[src/rtl/fpw_pkg.sv]
package fpw_pkg;

  // Class of an incoming narrow word, decided from its exponent and fraction.
  typedef enum logic [1:0] {
    K_ZERO = 2'd0,
    K_SUBN = 2'd1,
    K_NORM = 2'd2,
    K_SPEC = 2'd3
  } fpw_kind_e;

endpackage

[src/rtl/fpw_unpack.sv]
module fpw_unpack
  import fpw_pkg::*;
#(
  parameter int EXP_W  = 5,
  parameter int FRAC_W = 10,
  localparam int WORD_W = 1 + EXP_W + FRAC_W
) (
  input  logic [WORD_W-1:0] word,
  output logic              sign,
  output logic [EXP_W-1:0]  exp_f,
  output logic [FRAC_W-1:0] frac_f,
  output fpw_kind_e         kind
);

  assign sign   = word[WORD_W-1];
  assign exp_f  = word[WORD_W-2 -: EXP_W];
  assign frac_f = word[FRAC_W-1:0];

  always_comb begin
    if (exp_f == '0) begin
      kind = (frac_f == '0) ? K_ZERO : K_SUBN;
    end else if (&exp_f) begin
      kind = K_SPEC;
    end else begin
      kind = K_NORM;
    end
  end

endmodule

[src/rtl/fpw_lead.sv]
// Priority encoder: number of zeros above the highest set bit.
// An all-zero vector reports W.
module fpw_lead #(
  parameter int W     = 10,
  parameter int CNT_W = $clog2(W + 1)
) (
  input  logic [W-1:0]     vec,
  output logic [CNT_W-1:0] lz
);

  always_comb begin
    lz = CNT_W'(W);
    for (int i = 0; i < W; i++) begin
      if (vec[i]) lz = CNT_W'(W - 1 - i);
    end
  end

  // the reported position must hold a one when the vector is nonzero.
  always_comb begin
    if (vec != '0) begin
      a_lead_hit_r6: assert (int'(lz) < W && vec[W - 1 - int'(lz)]);
    end
  end

endmodule

[src/rtl/fpw_norm.sv]
// Log-stage barrel shifter: moves the fraction left by lz+1 so that its
// leading one falls out of the field.
module fpw_norm #(
  parameter int W     = 10,
  parameter int CNT_W = $clog2(W + 1)
) (
  input  logic [W-1:0]     frac_f,
  input  logic [CNT_W-1:0] lz,
  output logic [W-1:0]     norm_f
);

  localparam int AMT_W = CNT_W + 1;

  logic [AMT_W-1:0] amt;
  logic [W:0]       stg [AMT_W+1];

  assign amt    = AMT_W'(lz) + AMT_W'(1);
  assign stg[0] = {1'b0, frac_f};

  for (genvar g = 0; g < AMT_W; g++) begin : g_stage
    assign stg[g+1] = amt[g] ? (stg[g] << (1 << g)) : stg[g];
  end

  assign norm_f = stg[AMT_W][W-1:0];

  // after the shift the leading one sits just above the field.
  always_comb begin
    if (frac_f != '0) begin
      a_norm_lead_r6: assert (stg[AMT_W][W] == 1'b1);
    end
  end

endmodule

[src/rtl/fpw_pack.sv]
module fpw_pack
  import fpw_pkg::*;
#(
  parameter int IN_EXP_W   = 5,
  parameter int IN_FRAC_W  = 10,
  parameter int OUT_EXP_W  = 11,
  parameter int OUT_FRAC_W = 52,
  parameter int CNT_W      = $clog2(IN_FRAC_W + 1),
  localparam int OUT_W     = 1 + OUT_EXP_W + OUT_FRAC_W
) (
  input  logic                 sign,
  input  fpw_kind_e            kind,
  input  logic [IN_EXP_W-1:0]  exp_f,
  input  logic [IN_FRAC_W-1:0] frac_f,
  input  logic [IN_FRAC_W-1:0] norm_f,
  input  logic [CNT_W-1:0]     lz,
  output logic [OUT_W-1:0]     word
);

  localparam int IN_BIAS  = (1 << (IN_EXP_W - 1)) - 1;
  localparam int OUT_BIAS = (1 << (OUT_EXP_W - 1)) - 1;
  localparam int REBIAS   = OUT_BIAS - IN_BIAS;
  localparam int PAD      = OUT_FRAC_W - IN_FRAC_W;

  logic [OUT_EXP_W-1:0]  exp_o;
  logic [IN_FRAC_W-1:0]  top_frac;

  always_comb begin
    unique case (kind)
      K_ZERO: begin
        exp_o    = '0;
        top_frac = '0;
      end
      K_SUBN: begin
        exp_o    = OUT_EXP_W'(REBIAS) - OUT_EXP_W'(lz);
        top_frac = norm_f;
      end
      K_SPEC: begin
        exp_o    = '1;
        top_frac = frac_f;
      end
      default: begin
        exp_o    = OUT_EXP_W'(exp_f) + OUT_EXP_W'(REBIAS);
        top_frac = frac_f;
      end
    endcase
  end

  assign word = {sign, exp_o, top_frac, {PAD{1'b0}}};

endmodule

[src/rtl/fp_widen.sv]
module fp_widen
  import fpw_pkg::*;
#(
  parameter int IN_EXP_W   = 5,
  parameter int IN_FRAC_W  = 10,
  parameter int OUT_EXP_W  = 11,
  parameter int OUT_FRAC_W = 52,
  localparam int IN_W      = 1 + IN_EXP_W + IN_FRAC_W,
  localparam int OUT_W     = 1 + OUT_EXP_W + OUT_FRAC_W,
  localparam int CNT_W     = $clog2(IN_FRAC_W + 1)
) (
  input  logic             clk,
  input  logic             rst,
  input  logic             in_valid,
  input  logic [IN_W-1:0]  in_word,
  output logic             out_valid,
  output logic [OUT_W-1:0] out_word
);

  logic                 sign;
  logic [IN_EXP_W-1:0]  exp_f;
  logic [IN_FRAC_W-1:0] frac_f;
  fpw_kind_e            kind;
  logic [CNT_W-1:0]     lz;
  logic [IN_FRAC_W-1:0] norm_f;
  logic [OUT_W-1:0]     packed_w;

  fpw_unpack #(.EXP_W(IN_EXP_W), .FRAC_W(IN_FRAC_W)) u_unpack (
    .word(in_word), .sign(sign), .exp_f(exp_f), .frac_f(frac_f), .kind(kind)
  );

  fpw_lead #(.W(IN_FRAC_W), .CNT_W(CNT_W)) u_lead (
    .vec(frac_f), .lz(lz)
  );

  fpw_norm #(.W(IN_FRAC_W), .CNT_W(CNT_W)) u_norm (
    .frac_f(frac_f), .lz(lz), .norm_f(norm_f)
  );

  fpw_pack #(
    .IN_EXP_W(IN_EXP_W), .IN_FRAC_W(IN_FRAC_W),
    .OUT_EXP_W(OUT_EXP_W), .OUT_FRAC_W(OUT_FRAC_W), .CNT_W(CNT_W)
  ) u_pack (
    .sign(sign), .kind(kind), .exp_f(exp_f), .frac_f(frac_f),
    .norm_f(norm_f), .lz(lz), .word(packed_w)
  );

  always_ff @(posedge clk) begin
    if (rst) begin
      out_valid <= 1'b0;
      out_word  <= '0;
    end else begin
      out_valid <= in_valid;
      if (in_valid) out_word <= packed_w;
    end
  end

  p_valid_follow_r2: assert property (@(posedge clk) disable iff (rst)
    in_valid |=> out_valid);
  p_valid_drop_r2: assert property (@(posedge clk) disable iff (rst)
    !in_valid |=> !out_valid);
  p_hold_r2: assert property (@(posedge clk) disable iff (rst)
    !in_valid |=> $stable(out_word));
  p_sign_r3: assert property (@(posedge clk) disable iff (rst)
    in_valid |=> out_word[OUT_W-1] == $past(in_word[IN_W-1]));
  p_zero_r4: assert property (@(posedge clk) disable iff (rst)
    (in_valid && in_word[IN_W-2:0] == '0) |=> out_word[OUT_W-2:0] == '0);
  p_special_r7: assert property (@(posedge clk) disable iff (rst)
    (in_valid && &in_word[IN_W-2 -: IN_EXP_W]) |=> &out_word[OUT_W-2 -: OUT_EXP_W]);
  p_finite_r5: assert property (@(posedge clk) disable iff (rst)
    (in_valid && !(&in_word[IN_W-2 -: IN_EXP_W])) |=> !(&out_word[OUT_W-2 -: OUT_EXP_W]));

endmodule

[config.mk]
export PLATFORM = sky130hd
export DESIGN_NAME = fp_widen
export DESIGN_NICKNAME = d
export VERILOG_FILES = /design/src/rtl/fpw_pkg.sv /design/src/rtl/fpw_unpack.sv /design/src/rtl/fpw_lead.sv /design/src/rtl/fpw_norm.sv /design/src/rtl/fpw_pack.sv /design/src/rtl/fp_widen.sv
export SDC_FILE = /design/constraint.sdc
export NUM_CORES = 1
export LEC_CHECK = 0
export CAP_MARGIN = 5
export CORE_MARGIN = 4
export CORE_UTILIZATION = 45
export DETAILED_ROUTE_END_ITERATION = 8
export PLACE_DENSITY = 0.69
export SLEW_MARGIN = 20
export SYNTH_ARGS = -nofsm -noshare
export SYNTH_HDL_FRONTEND = slang
export SYNTH_HIERARCHICAL = 1
export SYNTH_SLANG_ARGS = --single-unit
[constraint.sdc]
create_clock -name clk -period 4.3 [get_ports clk]
set_clock_uncertainty 0.15 [all_clocks]
set_input_delay 0.645 -clock clk [delete_from_list [all_inputs] [get_ports clk]]
set_output_delay 0.645 -clock clk [all_outputs]
set_load 0.05 [all_outputs]
==> results.toml <==
[synth]
synth_common_cells = "nor2_1, mux2i_1, buf_4, dfxtp_1, a21oi_1"
ys_seq_area_frac = 0.356
syn_inst = 399
synth.cell_area_sq_um = 3660
synth.area.top_cells = "dfxtp_1, mux2i_1, buf_4, nor2_1, a22o_2"
synth_top_area_frac = 0.356
synth_area_leader_cell = "dfxtp_1"
synth-seq-cells = 65
synth_enable_flop_cells = 0
synth_cell_types = 46
async_reset_ff_frac = 0
postSynthAreaPerCell_sq_um = 9.16
yosys.cell_count.top_type = "nor2_1"
synth_ff_type = "dfxtp_1"
synth_warnings = 6

[cts]
post_cts_buffers = 0
cts_resized = 0
numCtsBuffers = 9
insertion_delay_ps = 330
clkTransAtPathRegs_ps = 80
cts-hold-fix-buffers = 0
cts_max_level = 3
cts_sinks = 65
tritoncts = "built"
cts-root-buf = "clkbuf_8"
clockBufferDepth = 2

[pwr]
cellLeakagePower_nw = 1.92
powerDensity_nw_per_um2 = 376
vdd_drop_max_v = 0.000165

[routing]
num_vias = 2622
drc = 0
drt-vias-per-instance = 4.67
ant_nets = 0
drtPass1Iterations = 4
routedWlPerCell_microns = 13.1
drt-initial-drc-count = 60
drt_wl_total_microns = 7330

[setup_path]
crit_type = "input port to flip-flop"
rr_startpoint = "out_word[44]"
cp.arrival_ps = 3750
r2r-end = "out_word[44]"
crit_chain = "clkdlybuf4s50_1, nand2b_1, a221o_1, a221oi_2, ha_1, xor2_2, mux4_2, o22ai_1, a21oi_1, a22o_2, mux2i_1, nor2_1"
crit_path_top_delay_cell = "clkdlybuf4s50_1"
cp_max_fo = 8
r2r_cells = 2
critPathMaxStageDelay_ps = 550
cp.required_ps = 4350
startpoint_type = "input port"
critPathCaptureType = "flip-flop"
reg2reg_slack_ps = 3490

[global_route]
antenna_found_initial = 0
grt_usage = 0.151
grt_max_degree = 66
grt-ovfl-total = 0
grt_pass1_wl_microns = 11800
grt_pass1_vias = 2342

[finish]
drive_gt1_frac = 0.0915
nFillCells = 736
multi_input_area_sq_um = 1840
syn_to_final_growth_pct = 19.8
seqCellArea_sq_um = 1300
antennaDiodeCount = 0
nNetsFinal = 475

[floorplanning]
core_area_sq_um = 7810
start_util = 0.468
chipHeight_microns = 98.1
die-area_sq_um = 9630
rows = 32
ios = 84
die_w_microns = 98.1

[placement]
hpwl_microns = 5040
gp_congestion = 0.881
dp_slack_ps = 275
portBuffers = 83

[timing]
setup_violations = 0
layout_min_cycle_time_ps = 3700
max_freq_mhz = 270
max-slew-margin-rel = 0.283
tightest_slew_ps = 1080
rsz0062_at_grt = "false"
slew_viol_final = 0
finalSetupTns_ps = 0
finalCritPeriodShare = 0.861
hold_viol_final = 0
finalWorstSetupSlack_ps = 600

[status]
status = "complete, no violations"

[worst_hold_path]
hold_end = "out_word[36]"
holdCritStartpoint = "out_word[36]"
min_path_cells = 2
hold_path_class = "flip-flop to flip-flop"

[run]
cap_violations = 0
-- flip-flops by register name (all words and copies together) (netlist names) --
name	cells
out_valid	1
out_word	64
-- critical path, delay by kind of cell --
kind	cells	cell delay [ps]
compound gates	5	1050
xor+xnor	1	340
fa+ha+maj	1	370
buf+inv	1	550
mux	2	510
simple gates	2	280
-- layout by cell type, fill, tap and decap left out, drive strengths merged, types with 2 or more instances in the layout --
master         instances
nor2                  85
clkdlybuf4s50         81
mux2i                 71
dfxtp                 65
conb                  42
a21oi                 13
clkbuf                10
nand2                 10
a22o                  10
buf                    7
inv                    7
nor3                   6
o21ai                  4
nand2b                 3
nand3                  3
o22ai                  3
nor2b                  3
xor2                   3
bufinv                 2
xnor2                  2
mux2                   2
o211ai                 2
a211oi                 2
ha                     2
or4                    2
clkinv                 2
mux4                   2
o21bai                 2
-- cell families (layout without fill, tap and decap cells) --
logic type                 after synthesis  in the layout  synth area share
and+or+nand+nor                        117            117             0.139
buffers and inverters                   91            110             0.184
muxes                                   75             75             0.214
DFF                                     65             65             0.356
AOI/OAI and AO/OA                       43             43            0.0859
xor gates and xnor gates                 5              5            0.0140
adders and majority gates                2              2           0.00684
other                                    1             42           0.00103
-- routing by layer --
layer	share of wire	vias to the layer above	global-route usage
met5	0	-	0
li1	-	1358	-
met2	0.45	77	0.226
met1	0.48	1180	0.212
met4	0.013	0	0.0609
met3	0.059	7	0.0314
-- how the worst max path moves through the flow --
stage                           from            to  slack, ps  cells after the start
after floorplan           in_word[1]  out_word[51]        860                     13
after global placement    in_word[1]  out_word[51]        370                     12
after detailed placement  in_word[1]  out_word[51]        270                     12
after CTS                 in_word[1]  out_word[50]        650                     11
after global routing      in_word[1]  out_word[50]        410                     12
final                     in_word[1]  out_word[51]        600                     12
-- final cells by class --
class	instances	area share
tap	102	0.0291
multi-input combinational	284	0.419
sequential	65	0.297
clock inverter	6	0.0206
timing repair buffer	88	0.197
inverter	6	0.00514
clock buffer	10	0.0314
-- metrics by stage --
| stage | hold slack, ps | cell area (sq um) | util | instances | total power [W] |
|---|---|---|---|---|---|
| 6_report | 341 | 4380 | 0.561 | 561 | 0.00165 |
| 5_1_grt | 371 | 4380 | 0.561 | 561 | 0.00173 |
| 4_1_cts | 349 | 4380 | 0.561 | 561 | 0.00167 |
| 3_5_place_dp | 332 | 4150 | 0.532 | 545 | 0.00108 |
| 3_3_place_gp | 322 | 4150 | 0.531 | 545 | 0.00108 |
| 2_1_floorplan | 587 | 3810 | - | 440 | 0.00100 |
-- where the power goes --
| part | internal (W) | switching (W) | leakage [nW] |
|---|---|---|---|
| clock network | 0.000344 | 0.000240 | 0.113 |
| logic | 0.000154 | 0.000253 | 1.27 |
| registers | 0.000639 | 0.0000186 | 0.537 |
| total | 0.00114 | 0.000511 | 1.92 |
Note: power is estimated with default switching activity, not from simulation.
